<file path="src/rtl/lsb_pkg.sv">
package lsb_pkg;
  typedef enum logic [2:0] {
    UK_EXEC   = 3'd0,
    UK_LOAD   = 3'd1,
    UK_STORE  = 3'd2,
    UK_BRANCH = 3'd3,
    UK_LDM    = 3'd4,
    UK_STM    = 3'd5
  } unit_kind_e;

  // source A is examined by exec, load, store and branch
  function automatic logic uses_src_a(logic [2:0] kind);
    return kind <= 3'd3;
  endfunction

  // source B is examined only by exec and store
  function automatic logic uses_src_b(logic [2:0] kind);
    return (kind == UK_EXEC) || (kind == UK_STORE);
  endfunction

  function automatic logic [1:0] sum_hits(logic [1:0] hit);
    return {1'b0, hit[0]} + {1'b0, hit[1]};
  endfunction
endpackage

</file>
<file path="src/rtl/lsb_mask_track.sv">
module lsb_mask_track #(
  parameter int NREG  = 16,
  parameter int IDX_W = $clog2(NREG)
) (
  input  logic             clk,
  input  logic             rst,
  input  logic             insn_begin,
  input  logic             insn_end,
  input  logic             mark_load,
  input  logic [IDX_W-1:0] dst_idx,
  output logic [NREG-1:0]  active_mask,
  output logic [NREG-1:0]  pending_mask
);
  logic [NREG-1:0] dst_onehot;
  assign dst_onehot = NREG'(1) << dst_idx;

  always_ff @(posedge clk) begin
    if (rst) begin
      pending_mask <= '0;
      active_mask  <= '0;
    end else begin
      if (insn_begin)
        pending_mask <= mark_load ? dst_onehot : '0;
      if (insn_end)
        active_mask <= pending_mask;
    end
  end

  p_begin_clears_r2: assert property (@(posedge clk) disable iff (rst)
    insn_begin && !mark_load |=> pending_mask == '0);
  p_load_marks_r3: assert property (@(posedge clk) disable iff (rst)
    insn_begin && mark_load |=> $countones(pending_mask) == 1 && pending_mask[$past(dst_idx)]);
  p_end_promotes_r3: assert property (@(posedge clk) disable iff (rst)
    insn_end |=> active_mask == $past(pending_mask));
  p_active_holds_r3: assert property (@(posedge clk) disable iff (rst)
    !insn_end |=> $stable(active_mask));
endmodule

</file>
<file path="src/rtl/lsb_hazard_check.sv">
module lsb_hazard_check
  import lsb_pkg::*;
#(
  parameter int NREG  = 16,
  parameter int IDX_W = $clog2(NREG)
) (
  input  logic [NREG-1:0]  active_mask,
  input  logic [2:0]       unit_kind,
  input  logic [IDX_W-1:0] src_a_idx,
  input  logic             src_a_vld,
  input  logic [IDX_W-1:0] src_b_idx,
  input  logic             src_b_vld,
  output logic [1:0]       hits
);
  localparam int NSRC = 2;

  logic [IDX_W-1:0] idx [NSRC];
  logic [NSRC-1:0]  enabled;
  logic [NSRC-1:0]  hit;

  assign idx[0]     = src_a_idx;
  assign idx[1]     = src_b_idx;
  assign enabled[0] = src_a_vld && uses_src_a(unit_kind);
  assign enabled[1] = src_b_vld && uses_src_b(unit_kind);

  for (genvar s = 0; s < NSRC; s++) begin : g_src
    assign hit[s] = enabled[s] && active_mask[idx[s]];
  end

  assign hits = sum_hits(hit);
endmodule

</file>
<file path="src/rtl/lsb_counters.sv">
module lsb_counters #(
  parameter int BASE_W = 8,
  parameter int CNT_W  = 32
) (
  input  logic              clk,
  input  logic              rst,
  input  logic              insn_begin,
  input  logic              insn_end,
  input  logic [BASE_W-1:0] base_cycles,
  input  logic [1:0]        hits,
  output logic [CNT_W-1:0]  insn_cycles,
  output logic [CNT_W-1:0]  total_cycles,
  output logic [CNT_W-1:0]  stall_cycles
);
  logic [CNT_W-1:0] cyc_next;
  assign cyc_next = CNT_W'(base_cycles) + CNT_W'(hits);

  always_ff @(posedge clk) begin
    if (rst) begin
      insn_cycles  <= '0;
      total_cycles <= '0;
      stall_cycles <= '0;
    end else begin
      if (insn_begin) begin
        insn_cycles  <= cyc_next;
        stall_cycles <= stall_cycles + CNT_W'(hits);
      end
      if (insn_end)
        total_cycles <= total_cycles + insn_cycles;
    end
  end

  p_stall_bound_r4: assert property (@(posedge clk) disable iff (rst)
    insn_begin |=> (stall_cycles - $past(stall_cycles)) <= CNT_W'(2));
  p_stall_quiet_r4: assert property (@(posedge clk) disable iff (rst)
    !insn_begin |=> $stable(stall_cycles));
  p_cycles_floor_r9: assert property (@(posedge clk) disable iff (rst)
    insn_begin |=> insn_cycles >= CNT_W'($past(base_cycles)));
  p_total_quiet_r9: assert property (@(posedge clk) disable iff (rst)
    !insn_end |=> $stable(total_cycles));
  p_total_step_r9: assert property (@(posedge clk) disable iff (rst)
    insn_end && !insn_begin |=> total_cycles == $past(total_cycles) + $past(insn_cycles));
endmodule

</file>
<file path="src/rtl/lduse_scoreboard.sv">
module lduse_scoreboard
  import lsb_pkg::*;
#(
  parameter int NREG   = 16,
  parameter int BASE_W = 8,
  parameter int CNT_W  = 32,
  localparam int IDX_W = $clog2(NREG)
) (
  input  logic              clk,
  input  logic              rst,
  input  logic              insn_begin,
  input  logic              insn_end,
  input  logic [2:0]        unit_kind,
  input  logic [IDX_W-1:0]  src_a_idx,
  input  logic              src_a_vld,
  input  logic [IDX_W-1:0]  src_b_idx,
  input  logic              src_b_vld,
  input  logic [IDX_W-1:0]  ld_dst_idx,
  input  logic [BASE_W-1:0] base_cycles,
  output logic [CNT_W-1:0]  insn_cycles,
  output logic [CNT_W-1:0]  total_cycles,
  output logic [CNT_W-1:0]  stall_cycles
);
  logic [NREG-1:0] active_mask;
  logic [NREG-1:0] pending_mask;
  logic [1:0]      hits;
  logic            is_load;
  logic            is_multi;

  assign is_load  = unit_kind == UK_LOAD;
  assign is_multi = unit_kind >= UK_LDM;

  lsb_mask_track #(.NREG(NREG)) u_masks (
    .clk          (clk),
    .rst          (rst),
    .insn_begin   (insn_begin),
    .insn_end     (insn_end),
    .mark_load    (is_load),
    .dst_idx      (ld_dst_idx),
    .active_mask  (active_mask),
    .pending_mask (pending_mask)
  );

  lsb_hazard_check #(.NREG(NREG)) u_check (
    .active_mask (active_mask),
    .unit_kind   (unit_kind),
    .src_a_idx   (src_a_idx),
    .src_a_vld   (src_a_vld),
    .src_b_idx   (src_b_idx),
    .src_b_vld   (src_b_vld),
    .hits        (hits)
  );

  lsb_counters #(.BASE_W(BASE_W), .CNT_W(CNT_W)) u_cnt (
    .clk          (clk),
    .rst          (rst),
    .insn_begin   (insn_begin),
    .insn_end     (insn_end),
    .base_cycles  (base_cycles),
    .hits         (hits),
    .insn_cycles  (insn_cycles),
    .total_cycles (total_cycles),
    .stall_cycles (stall_cycles)
  );

  p_multi_no_stall_r7: assert property (@(posedge clk) disable iff (rst)
    insn_begin && is_multi |=> insn_cycles == CNT_W'($past(base_cycles)));
  p_invalid_no_stall_r8: assert property (@(posedge clk) disable iff (rst)
    insn_begin && !src_a_vld && !src_b_vld |=> $stable(stall_cycles));
  p_reset_clears_r1: assert property (@(posedge clk)
    rst |=> insn_cycles == '0 && total_cycles == '0 && stall_cycles == '0);
endmodule

</file>
<file path="config.mk">
export PLATFORM = sky130hd
export DESIGN_NAME = lduse_scoreboard
export DESIGN_NICKNAME = d
export VERILOG_FILES = /design/src/rtl/lsb_pkg.sv /design/src/rtl/lsb_mask_track.sv /design/src/rtl/lsb_hazard_check.sv /design/src/rtl/lsb_counters.sv /design/src/rtl/lduse_scoreboard.sv
export SDC_FILE = /design/constraint.sdc
export NUM_CORES = 1
export LEC_CHECK = 0
export ABC_CLOCK_PERIOD_IN_PS = 9390
export CAP_MARGIN = 20
export CELL_PAD_IN_SITES_DETAIL_PLACEMENT = 1
export CELL_PAD_IN_SITES_GLOBAL_PLACEMENT = 1
export CORE_ASPECT_RATIO = 0.7
export CORE_MARGIN = 1.5
export CORE_UTILIZATION = 41
export DETAILED_ROUTE_END_ITERATION = 8
export GPL_ROUTABILITY_DRIVEN = 0
export PLACE_DENSITY = 0.94
export REMOVE_ABC_BUFFERS = 1
export SLEW_MARGIN = 20
export SYNTH_ARGS = -nofsm -noshare
export SYNTH_HDL_FRONTEND = slang
export SYNTH_HIERARCHICAL = 1
export SYNTH_SLANG_ARGS = --single-unit
export TNS_END_PERCENT = 1
</file>
<file path="constraint.sdc">
create_clock -name clk -period 9.39 [get_ports clk]
set_input_delay 1.878 -clock clk [delete_from_list [all_inputs] [get_ports clk]]
set_output_delay 1.878 -clock clk [all_outputs]
set_load 0.02 [all_outputs]
</file>
## Yosys cells after proc, flatten, opt, wreduce, memory -nomap -nowiden

Cells that the tools add are included.

- Register bits: 128
- Bits in latches: 0
- Memory bits (writable): 0
- ROM bits: 0
- Word-level logic and storage cells: 26
- Memories: 0

- $add $sub $neg: 4
- Multiply operators: 0
- Divide/modulo/power cells: 0
- Magnitude comparators: 3
- Equal/unequal tests: 2
- Shift operators: 1
- Multiplexer cells: 5
- Bitwise operators: 0
- Reductions and logical operators: 6

Operators with widths:

| cell | count |
|---|---|
| adder 32 x 2 -> 32 bit | 1 |
| adder 32 bit | 1 |
| 2-to-1 mux 16 bit | 1 |
| << shifter 1 x 4 -> 16 bit (first input constant) | 1 |
| less-than comparator 4 x 5 -> 1 bit (second input constant) | 2 |
| adder 8 x 2 -> 9 bit | 1 |
| binary-select mux 1 bit (select 4 bit) | 2 |
| logical AND 1 bit | 4 |
| equality test 3 x 1 -> 1 bit (second input constant) | 1 |
| equality test 3 x 2 -> 1 bit (second input constant) | 1 |
| <= comparator 3 x 2 -> 1 bit (second input constant) | 1 |
| logical NOT 3 bit | 1 |
| adder 1 x 1 -> 2 bit | 1 |
| 2-to-1 mux 1 bit | 2 |
| logical OR 1 bit | 1 |

## Longest topological paths before layout

Gate-level depths: netlist of the first run.

- Word-level depth: 6
- Gate-level depth with buffers: 14
- Depth with buffers taken out: 13

## Cells and area by module

The synthesis of the first run kept the hierarchy.

By module, submodules not included:

| module | times used | cells an instance | area each (um^2) | sequential area each (um^2) |
|---|---|---|---|---|
| lsb_counters | 1 | 466 | 4042.6 | 1461.4 |
| lsb_mask_track | 1 | 112 | 1189.9 | 640.6 |
| lsb_hazard_check | 1 | 35 | 339.1 | 0.0 |
| lduse_scoreboard | 1 | 1 | 12.5 | 0.0 |

## Worst setup path after synthesis of the first run

Ideal clock, no wire load.

- Kind: input port to flip-flop
- Start: input src_a_idx[1]
- End: register u_cnt.stall_cycles[28]
- Library setup time: 0.128 ns
- Data arrival time: 4.826 ns
- Data required time: 9.262 ns
- Path slack: 4.437 ns
- Stages: 14
- Cell sequence: buf_2 mux4_2 nand2b_1 o311ai_0 o21ai_0 ha_1 ha_1 inv_1 fa_1 nand3b_1 nor4_4 nand4_1 xor2_1 nor2_1

- Longest elaborated chain between the ends: 5

RTL lines:

| element | line | text |
|---|---|---|
| start, declared | lduse_scoreboard.sv:14 | `input logic [IDX_W-1:0] src_a_idx,` |
| binary-select mux 1 bit (select 4 bit) | lsb_hazard_check.sv:27 | `assign hit[s] = enabled[s] && active_mask[idx[s]];` |
| 2-to-1 mux 1 bit (implied by the code) | lsb_hazard_check.sv:27 |  |
| logical AND 1 bit | lsb_hazard_check.sv:27 |  |
| adder 1 x 1 -> 2 bit | lsb_pkg.sv:22 | `return {1'b0, hit[0]} + {1'b0, hit[1]};` |
| via hits[0] | lduse_scoreboard.sv:26 | `logic [1:0] hits;` |
| adder 32 x 2 -> 32 bit | lsb_counters.sv:26 | `stall_cycles <= stall_cycles + CNT_W'(hits);` |
| end signal, assigned | lsb_counters.sv:26 |  |
| end, declared | lsb_counters.sv:13 | `output logic [CNT_W-1:0] stall_cycles` |

The timed path passes the listed nets, and every way through them passes these cells. The select of a mux whose other input is x is not followed.
A chain may end at the register's enable or synchronous reset.

## Final worst setup path of the first run

- Start: input src_b_idx[1]
- End: register u_cnt.stall_cycles[18]

- Longest elaborated chain between the ends: 5

RTL lines:

| element | line | text |
|---|---|---|
| start, declared | lduse_scoreboard.sv:16 | `input logic [IDX_W-1:0] src_b_idx,` |
| binary-select mux 1 bit (select 4 bit) | lsb_hazard_check.sv:27 |  |
| 2-to-1 mux 1 bit (implied by the code) | lsb_hazard_check.sv:27 |  |
| logical AND 1 bit | lsb_hazard_check.sv:27 |  |
| adder 1 x 1 -> 2 bit | lsb_pkg.sv:22 |  |
| via hits[0] | lduse_scoreboard.sv:26 |  |
| adder 32 x 2 -> 32 bit | lsb_counters.sv:26 |  |

The timed path passes the listed nets, and every way through them passes these cells. The select of a mux whose other input is x is not followed.

==> impl_results.md, run 1 <==
- RSZ-0062 raised after global routing: no
- Final core occ: between 50% and 60%
- Gr busiest metal: met2
- Sequential area share after synthesis: 37.64%
- Die area: between 10000 and 15000 sq um
- Synth cell count leaders: dfxtp_1 (105), nor2_1 (88), xor2_1 (32), inv_1 (30), mux2i_1 (30)
- Critical path origin: src_b_idx[1]
- Clock sink total: approximately 110
- Crit path time final: approximately 5.7 ns
- Setup bufs post-CTS: 0
- Post-route ant nets: 0
- Synth async-reset ratio: 0%
- Worst-Margin Slew: between 0.9 and 1 ns
- Synth Area per Inst: 9.095 sq um
- Layout cells sized above 1: ~7.4%
- Layout Skew: just over 0.01 ns
- # DRC: 0
- Via count: slightly above 5000
- Count of different cell masters after synthesis: 67
- VDD IR max: ~0.09 mV
- Leakage: between 2 and 3 nW
- CTS tree: done
- Worst min path class: reg2reg
- Critical Path AT: 5.90 ns
- # IOs: between 100 and 150
- Clk_lat worst skew: between 0.3 and 0.4 ns
- Max cap viols: 0
- Hold-fix buffers, CTS: 0
- Die height: 100.6 microns
- Antenna violations before repair: 0
- Sum Neg Setup Slack: 0 ns
- # port buffers: slightly above 100
- Relative slew margins: around 39%
- Critical path peak fanout: 10
- Post-DP HPWL: roughly 13 mm
- Clock Tree Buf Depth: 2
- Share of the synthesized area in the top cell type: roughly 38%
- H-Tree Depth: 3
- Fmax: around 180 MHz
- Post-synth top area cell: dfxtp_1
- Initial DRC Count: about 250
- Synth Register Bits: 105
- Die W: ~140 microns
- Site Rows: 35
- Cells after Synth: 614
- EDFF count, synth: 0
- Initial core utilization: a little over two fifths
- Core outline area: between 10000 and 15000 sq um
- Power Dens Cells: 138.4 nW/um^2
- Cell with the most instances after synthesis: dfxtp_1
- Grt ovf: 0
- Final Hold Fails: 0
- R2r startpoint: u_masks/active_mask[3]
- Final critical-path share of the clock period: between 60 and 70%
- Area delta synth->final: 24.13%
- Worst Setup End Kind: flop
- Total Wirelength: between 15 and 20 mm
- Max-slew violation count: 0
- Antenna Cells: 0
- Drt wl/cell: a little under 20 microns
- PostCTS Resize Cnt: 0
- CP Class: in2reg
- Met2 usage: a little under half
- Total track usage: about a quarter
- Vias per std cell: about 5.7
- HP Start: u_masks/pending_mask[1]
- Startpoint types: input pin
- Final setup viols: 0
- Num CTS Buffers: 9
- # nets final: 747
- First-pass GRT wire length: about 28 mm
- Root buf cell: clkbuf_16
- Main synth FF type: dfxtp_1
- Drt pass-1 iters: 4
- Synth top area cells: dfxtp_1 (38%), nor2_1 (5.9%), mux2i_1 (5.4%)
- Met3 Use GR: 5.938%
- Critical Path RT: 9.60 ns
- Vias in the first global route: roughly 5400
- CTS clk-pin slew, worst paths: approximately 0.08 ns
- Met1 Track Usage GR: 30.07%
- Largest net degree at the start of global routing: 90
- Outcome: complete, no violations
- Warnings, synthesis: 6
- Syn Std Cell Area: roughly 5600 sq um
-- through the flow --
stage | setup WS, ns | power, mW | instance area [sq um] | hold WS, ns | cells
6_report | 3.705 | 0.9596 | 6932 | 0.4822 | 891
3_3_place_gp | 3.587 | 0.5663 | 6611 | 0.4607 | 874
4_1_cts | 3.731 | 0.9673 | 6918 | 0.4805 | 890
3_5_place_dp | 3.366 | 0.5738 | 6611 | 0.4692 | 874
5_1_grt | 3.512 | 0.9958 | 6932 | 0.4978 | 891
2_1_floorplan | 4.629 | 0.5180 | 5346 | 0.4500 | 584
-- metal layers --
metal	wire, microns	part of all wire, %	up-vias
met4	316	1.8	0
met1	7303	41	2563
met3	924	5.2	30
met5	0	0	-
met2	9146	52	186
li1	-	-	2303
-- critical path, stage by stage --
cell	delay, ns
clkdlybuf4s50_1	0.65
mux4_1	0.64
nor2b_1	0.18
or4_1	0.14
a21oi_1	0.10
ha_1	0.33
ha_1	0.19
inv_1	0.06
fa_1	0.39
nand3b_1	0.24
nor4_4	0.65
nand4_1	0.19
xor2_1	0.20
nor2_1	0.06
-- cells by family (layout without fill, tap and decap cells) --
logic type               count (synthesis)  count (layout)  synth area share (%)
flip-flops                             105             105                 37.64
multiplexers                            47              47                 9.747
AND/OR/NAND/NOR                        230             230                 22.45
AO/OA/AOI/OAI                           89              89                 11.47
buffers and inverters                   83             153                 7.820
adder cells (fa/ha/maj)                 17              17                 4.212
other                                    1              23               0.06715
XOR/XNOR                                42              42                 6.587
-- cell type report --
| type | instances | area (sq um) |
|---|---|---|
| flip-flops and latches | 105 | 2102 |
| well taps | 185 | 231.5 |
| clock inverters | 7 | 81.33 |
| inverters | 31 | 116.4 |
| clock buffers | 9 | 225.2 |
| repair buffers | 106 | 1041 |
| fillers | 1530 | 6294 |
| multi-input cells | 448 | 3134 |
-- where the power goes --
group	internal (mW)	switching, mW
combinational	0.0422	0.0656
sequential	0.451	0.00727
clock	0.211	0.182
total	0.705	0.255
-- state kept, by name, summed over array words and instances (netlist names) --
signal / cells
u_cnt/stall_cycles: 32
u_masks/active_mask: 16
u_cnt/insn_cycles: 9
u_masks/pending_mask: 16
u_cnt/total_cycles: 32
-- path summary, 6_finish.rpt --
path	to	slack (ns)	cells past startpoint
hold reg to reg	u_masks/pending_mask[1]	0.48	2
setup reg to reg	u_cnt/stall_cycles[18]	5.61	13
setup / recovery	u_cnt/stall_cycles[18]	3.71	14
hold / removal	u_masks/pending_mask[1]	0.48	2
-- layout by cell type (no fill, tap or decap), types with 5 or more instances in the layout --
master           synthesis  final
ha_1                    14     14
or3_1                    5      5
a211oi_1                 9      9
a21oi_1                 24     24
clkdlybuf4s50_1          0     99
and4_1                   8      8
nand3_1                 25     25
clkbuf_16                0      9
buf_4                   24      6
nand3b_1                 6      6
inv_1                   30     30
conb_1                   1     23
o31ai_1                  5      5
nand2_1                 20     20
nand4_1                 22     22
o32ai_1                 16     16
or4_1                    7      7
o21ai_0                  8      8
xor2_1                  32     32
nor2_1                  88     88
and2_1                   7      7
xnor2_1                 10     10
mux2_2                  10     10
dfxtp_1                105    105
nor2b_1                 12     12
mux2i_1                 30     30
No activity file was read; power rests on OpenSTA's default activity.
==> inputs of run 2 (changes only) <==
- ABC_CLOCK_PERIOD_IN_PS: 9390 -> 5600
- CORE_UTILIZATION: 41 -> 38
- PLACE_DENSITY: 0.94 -> 0.88
- clock period: 9.39 -> 5.6 ns (I/O delays scaled with it)
==> run 2 against run 1 <==
Net effect:
- flip-flop and latch count unchanged
- largest cell class unchanged
- cell count rose by 0.45%
- critical path depth stayed put
- highest routed layer unchanged
- core utilization shrank 3.5 points
- via count fell by 5.1%
- largest power group unchanged
- clock skew decreased by 0.0012 ns
- global-route usage down 4.5 points
- non-clock buffer count decreased by 1
- register-to-register slack worse by 3.7 ns
- worst hold slack better by 0.0017 ns
- first-iteration DRC count fell by 36%
- sequential share of layout area up 0.077 points
==> impl_results.md, run 2 (synthesis gave the netlist of run 1 again) <==
- Outcome: complete, no violations
- Top delay family on crit path: simple AND/OR/NAND/NOR gates
- Setup bufs post-CTS: 0
- Max-slew violation count: 0
- First-pass GRT wire length: roughly 26 mm
- Top Registers: u_cnt/stall_cycles: 32 flops, u_cnt/total_cycles: 32 flops
- Largest stage delay on the critical path: ~0.67 ns
- Relative slew margins: 26.84%
- Vias per std cell: 5.391
- Drt wl/cell: around 18 microns
- Critical Path AT: between 5 and 6 ns
- Total Wirelength: 15.74 mm
- Clock sink total: about 110
- Placed Instance Area: between 6000 and 7000 sq um
- Core outline area: 14140 sq um
- Most frequent cells in the layout: dfxtp_1 (105), clkdlybuf4s50_1 (99), nor2_1 (88), xor2_1 (32)
- Vias in the first global route: 5180
- Initial core utilization: between 30% and 40%
- Post-route ant nets: 0
- RSZ-0062 raised after global routing: no
- VDD IR max: ~0.15 mV
- Clock Tree Buf Depth: 2
- Crit path time final: between 4 and 5 ns
- Worst min path class: reg2reg
- Power Dens Cells: 226.7 nW/um^2
- Startpoint types: input pin
- CTS clk-pin slew, worst paths: roughly 0.070 ns
- Sum Neg Setup Slack: 0 ns
- Leading cell type in the layout, fill and taps excluded: dfxtp_1
- Grt ovf: 0
- CTS tree: done
- Via count: 4825
- Root buf cell: clkbuf_16
- PostCTS Resize Cnt: 0
- Final instance area: 6914 sq um
- Die area: ~15000 sq um
- # port buffers: 101
- Final critical-path share of the clock period: roughly 87%
- Drt pass-1 iters: 6
- # nets final: approximately 750
- Antenna violations before repair: 0
- Site Rows: 36
- Initial DRC Count: roughly 160
- Num CTS Buffers: 9
- Final setup viols: 0
- Layout Skew: 0.008931 ns
- Leakage: about 2.6 nW
- Die height: ~100 microns
- Post-DP HPWL: about 12 mm
- Area delta synth->final: 23.82%
- Die W: 147.9 microns
- Layout fillers: 1652
- Largest net degree at the start of global routing: 86
- # IOs: approximately 130
- Worst Setup End Kind: flop
- Max cap viols: 0
- Crit-path cells: clkdlybuf4s50_1, and2b_2, a2111oi_0, or4_1, a21oi_1, ha_1, ha_1, inv_1, fa_1, nand3b_1, nor4_4, nand4_1, xor2_1, nor2_1
- Critical Path RT: around 5.8 ns
- CP Buf/Inv Count: 2
- Layout cells sized above 1: 6.809%
- CP Class: in2reg
- # DRC: 0
- Critical path peak fanout: 10
- Worst-Margin Slew: between 1 and 1.5 ns
- Fmax: around 200 MHz
- Worst path slowest cell: clkdlybuf4s50_1
- Hold-fix buffers, CTS: 0
- Clk_lat worst skew: approximately 0.34 ns
- H-Tree Depth: 3
- Final Hold Fails: 0
- Total track usage: between 20% and 30%
- Antenna Cells: 0
- Top cell by count, worst path: ha_1
run 2: cell types whose count changed in the layout (fill, tap and decap cells not counted):
cell	change
clkinvlp_4	-1
clkinv_2	+2
inv_6	-4
clkinv_4	-1
buf_4	-1
clkbuf_1	+3
clkbuf_8	+1
run 2: path summary, 6_finish.rpt:
path,to,from,cells after the start,slack (ns)
hold reg to reg,u_masks/pending_mask[0],u_masks/pending_mask[0],2,0.48
setup / recovery,u_cnt/stall_cycles[28],src_b_idx[1],14,0.71
setup reg to reg,u_cnt/stall_cycles[28],u_masks/active_mask[0],13,1.91
hold / removal,u_masks/pending_mask[0],u_masks/pending_mask[0],2,0.48
run 2: area by class of cell:
class / instances / area, sq um / share of cell area (%)
Clock buffer: 13 / 250.2 / 3.619
Clock inverter: 3 / 40.04 / 0.5791
Inverter: 31 / 116.4 / 1.683
Multi-Input combinational cell: 448 / 3134 / 45.33
Sequential cell: 105 / 2102 / 30.40
Tap cell: 190 / 237.7 / 3.438
Timing Repair Buffer: 105 / 1033 / 14.95
run 2: report_power, final:
group / internal (mW) / switching, mW
Sequential: 0.757 / 0.0105
Combinational: 0.0703 / 0.105
Clock: 0.358 / 0.267
run 2: through the flow:
step / instances / hold slack [ns] / utilization, % / setup slack, ns / power (mW)
2_1_floorplan: 584 / 0.4500 / - / 1.597 / 0.8686
3_3_place_gp: 879 / 0.4631 / 46.79 / 0.5783 / 0.9501
3_5_place_dp: 879 / 0.4725 / 46.79 / 0.3695 / 0.9583
4_1_cts: 895 / 0.4830 / 48.84 / 0.6939 / 1.585
5_1_grt: 895 / 0.5026 / 48.89 / 0.4701 / 1.629
6_report: 895 / 0.4839 / 48.89 / 0.7085 / 1.567
run 2: worst reg2reg max path: stages, from the launching register on:
cell       delay [ns]
dfxtp_1          0.33
and2b_2          0.20
a2111oi_0        0.46
or4_1            0.19
a21oi_1          0.09
ha_1             0.33
ha_1             0.18
inv_1            0.06
fa_1             0.41
nand3b_1         0.25
nor4_4           0.64
nand4_1          0.20
xor2_1           0.19
nor2_1           0.06
run 2: routing by layer:
| metal | global-route usage (%) | part of all wire (%) | vias to the layer above |
|---|---|---|---|
| met5 | 0 | 0 | - |
| met4 | 5.375 | 1.2 | 0 |
| met3 | 4.298 | 4.8 | 14 |
| met2 | 36.55 | 49 | 108 |
| met1 | 26.13 | 45 | 2397 |
| li1 | - | - | 2306 |
==> inputs of run 3 (changes only) <==
- CORE_ASPECT_RATIO: 0.7 -> default
- PLACE_DENSITY: 0.88 -> 0.89
- RECOVER_POWER: default -> 25
- SYNTH_HIERARCHICAL: 1 -> default
==> run 3 against run 2 <==
Net effect:
- the flow now finishes with violations (max-capacitance violations, max-slew violations)
- global-route usage shrank 0.19 points
- synthesized cell count is 4.6% lower
- first-iteration DRC count fell by 3.8%
- core utilization is 0.37 points lower
- flip-flop and latch count stayed put
- final area down 3.3%
- largest cell class unchanged
- clock skew decreased by 0.0029 ns
- worst hold slack improved by 0.0035 ns
- critical endpoint is now u_cnt.stall_cycles[26]
- clock power up 3.5%
- worst setup slack improved by 0.15 ns
==> impl_results.md, run 3 <==
- Outcome: finished, violations left
- Failing checks: max-capacitance violations, max-slew violations
- Synth cell count leaders: nor2_1 (109), dfxtp_1 (105), xnor2_1 (38), a21oi_1 (26), mux2i_1 (26)
- Power Dens Cells: around 230 nW/um^2
- Die area: about 15000 sq um
- Leakage: around 2.5 nW
- Fmax: about 210 MHz
- Combinational Power Share: about a tenth
- Reg2Reg Capture Point: u_cnt.stall_cycles[26]
- Syn Std Cell Area: around 5300 sq um
- Critical Path AT: 4.85 ns
- Core outline area: approximately 14000 sq um
- Synth Register Bits: approximately 110
- Final critical-path share of the clock period: a little over four fifths
- Relative slew margins: -100.1%
- Drt pass-1 iters: 5
- Share of the synthesized area in the top cell type: between 30% and 40%
- Largest net degree at the start of global routing: 106
- Main synth FF type: dfxtp_1
- Worst-Margin Slew: about 3.0 ns
- Die height: between 100 and 150 microns
- Warnings, synthesis: 0
- Max-slew violation count: between 100 and 150
- Total power: approximately 1.6 mW
- Synth async-reset ratio: 0%
- Most frequent cells in the layout: nor2_1 (109), dfxtp_1 (105), clkdlybuf4s50_1 (81), xnor2_1 (38)
- Layout Skew: 0.006011 ns
- Site Rows: between 40 and 50
- Clk_lat worst skew: between 0.3 and 0.4 ns
- Antenna violations before repair: 0
- Startpoint types: input pin
- Synth top area cells: dfxtp_1 (40%), nor2_1 (7.7%), xnor2_1 (6.3%)
- Num CTS Buffers: 9
- Final std cells w/o fill: 863
- Critical Path RT: about 5.7 ns
- # DRC: 0
- FF/Latch Area: between 2000 and 2500 sq um
- Hold-fix buffers, CTS: 0
- Final instance area: ~6700 sq um
- # port buffers: approximately 100
- Multi-input gate area in the final layout: 2960 sq um
- CTS tree: done
- Hold Path End: u_cnt.insn_cycles[8]
- Final setup viols: 0
- Count of different cell masters after synthesis: just over 50
- Hold path cells: 2
- Root buf cell: clkbuf_16
- Placed cell count: 847
- Final Hold Fails: 0
- VDD IR max: about 0.14 mV
- H-Tree Depth: 3
- Critical path peak fanout: 5
- Placed Instance Area: 6389 sq um
- Area delta synth->final: 25.85%
- Clock sink total: approximately 110
- Post-route ant nets: 0
- Sequential area share after synthesis: roughly two fifths
- Switching fraction of total power: roughly a quarter
- Cells after Synth: approximately 590
- Total track usage: roughly a fifth
- Initial core utilization: 38.55%
- Antenna Cells: 0
- CP Class: in2reg
- Max cap viols: 2
- Worst reg2reg setup slack: slightly below 2 ns
- Crit path time final: 4.739 ns
- Post-synth top area cell: dfxtp_1
- CTS clk-pin slew, worst paths: around 0.070 ns
- Setup bufs post-CTS: 0
- Vias in the first global route: 4786
- # IOs: around 130
- Net Switching: between 0.3 and 0.4 mW
- R2r startpoint: u_masks.active_mask[11]
- RSZ-0062 raised after global routing: no
- EDFF count, synth: 0
- Leading cell type in the layout, fill and taps excluded: nor2_1
- Drt wl/cell: 17.32 microns
- Initial DRC Count: 150
- Worst Setup End Kind: flop
- Layout cells sized above 1: around 5.4%
- Total Wirelength: 14.95 mm
- First-pass GRT wire length: approximately 24 mm
- Grt ovf: 0
- Sum Neg Setup Slack: 0 ns
- Top Registers: u_cnt.stall_cycles: 32 flops, u_cnt.total_cycles: 32 flops
- Layout fillers: 1648
- Clock Tree Buf Depth: 2
- Worst min path class: reg2reg
- Synth Area per Inst: 9.062 sq um
- Die W: about 120 microns
- Vias per std cell: around 5.4
- P_int: approximately 1.2 mW
- Post-DP HPWL: roughly 11 mm
- # nets final: 724
- Cell with the most instances after synthesis: nor2_1
- Reg power frac: approximately 49%
- Reg2reg path depth: 12
- HP Start: u_cnt.insn_cycles[8]
- PostCTS Resize Cnt: 0
- Via count: 4693
- Clock power frac: 41.3%
run 3: changes by cell type after synthesis, moves of 6 or more:
cell      change
mux4_2        +8
nand4_1       -7
nor2b_1       -6
inv_1        -14
nor2_1       +21
mux2_2       -10
xnor2_1      +28
a211oi_1     +10
xor2_1       -15
a22oi_1      +10
o32ai_1      -16
buf_2         -6
run 3: metrics by stage:
stage	setup slack, ns	hold WS [ns]	utilization [%]
final	0.8609	0.4874	48.52
after global placement	0.7827	0.4650	46.38
after floorplan	1.549	0.4497	-
after detailed placement	0.5501	0.4795	46.38
after global routing	0.6187	0.5271	48.52
after CTS	0.9259	0.4935	48.55
run 3: logic make-up after synthesis:
group | after synthesis | synth area share, %
simple gates | 217 | 20.31
xor+xnor | 55 | 9.072
mux | 36 | 9.142
other cells | 1 | 0.07062
buf+inv | 63 | 6.150
compound gates | 93 | 11.76
flops | 105 | 39.59
fa+ha+maj | 16 | 3.911
run 3: layout make-up:
cell class | instances | share of cell area [%]
inverter | 17 | 0.9549
sequential | 105 | 31.45
clock buffer | 13 | 3.894
multi-input combinational | 440 | 44.30
tap | 180 | 3.370
clock inverter | 2 | 0.5617
timing repair buffer | 106 | 15.47
run 3: critical path, cell delays in order:
cell	delay (ns)
clkdlybuf4s50_1	0.65
mux4_2	0.56
mux4_2	0.47
and3b_1	0.23
ha_1	0.27
xor2_1	0.21
ha_1	0.19
a21oi_1	0.09
nor4_4	0.41
and4_1	0.31
nand3_1	0.10
xor2_1	0.17
nor2_1	0.07
run 3: worst max-delay path by stage:
stage	from	end	slack [ns]	depth (start not counted)
2_1_floorplan	src_a_idx[0]	u_cnt.stall_cycles[22]	1.55	12
3_3_place_gp	src_a_idx[0]	u_cnt.stall_cycles[22]	0.78	13
3_5_place_dp	src_a_idx[0]	u_cnt.stall_cycles[26]	0.55	13
4_1_cts	src_a_idx[0]	u_cnt.stall_cycles[26]	0.93	13
5_1_grt	rst	u_cnt.stall_cycles[19]	0.62	3
6_report	src_a_idx[0]	u_cnt.stall_cycles[26]	0.86	13
run 3: power by group through the flow:
stage,Combinational [mW],Clock [mW],Sequential [mW]
after floorplan,0.0681,0,0.791
after global placement,0.150,0,0.782
after detailed placement,0.157,0,0.782
after CTS,0.158,0.661,0.765
after global routing,0.168,0.687,0.766
final,0.156,0.647,0.765
run 3: layer usage:
metal	wire [microns]	global-route usage [%]	share of wire (%)	vias up
met3	592	3.853	4.0	35
li1	-	-	-	2202
met2	7663	36.29	51	122
met5	0	0	0	-
met1	6310	24.90	42	2334
met4	382	8.529	2.6	0
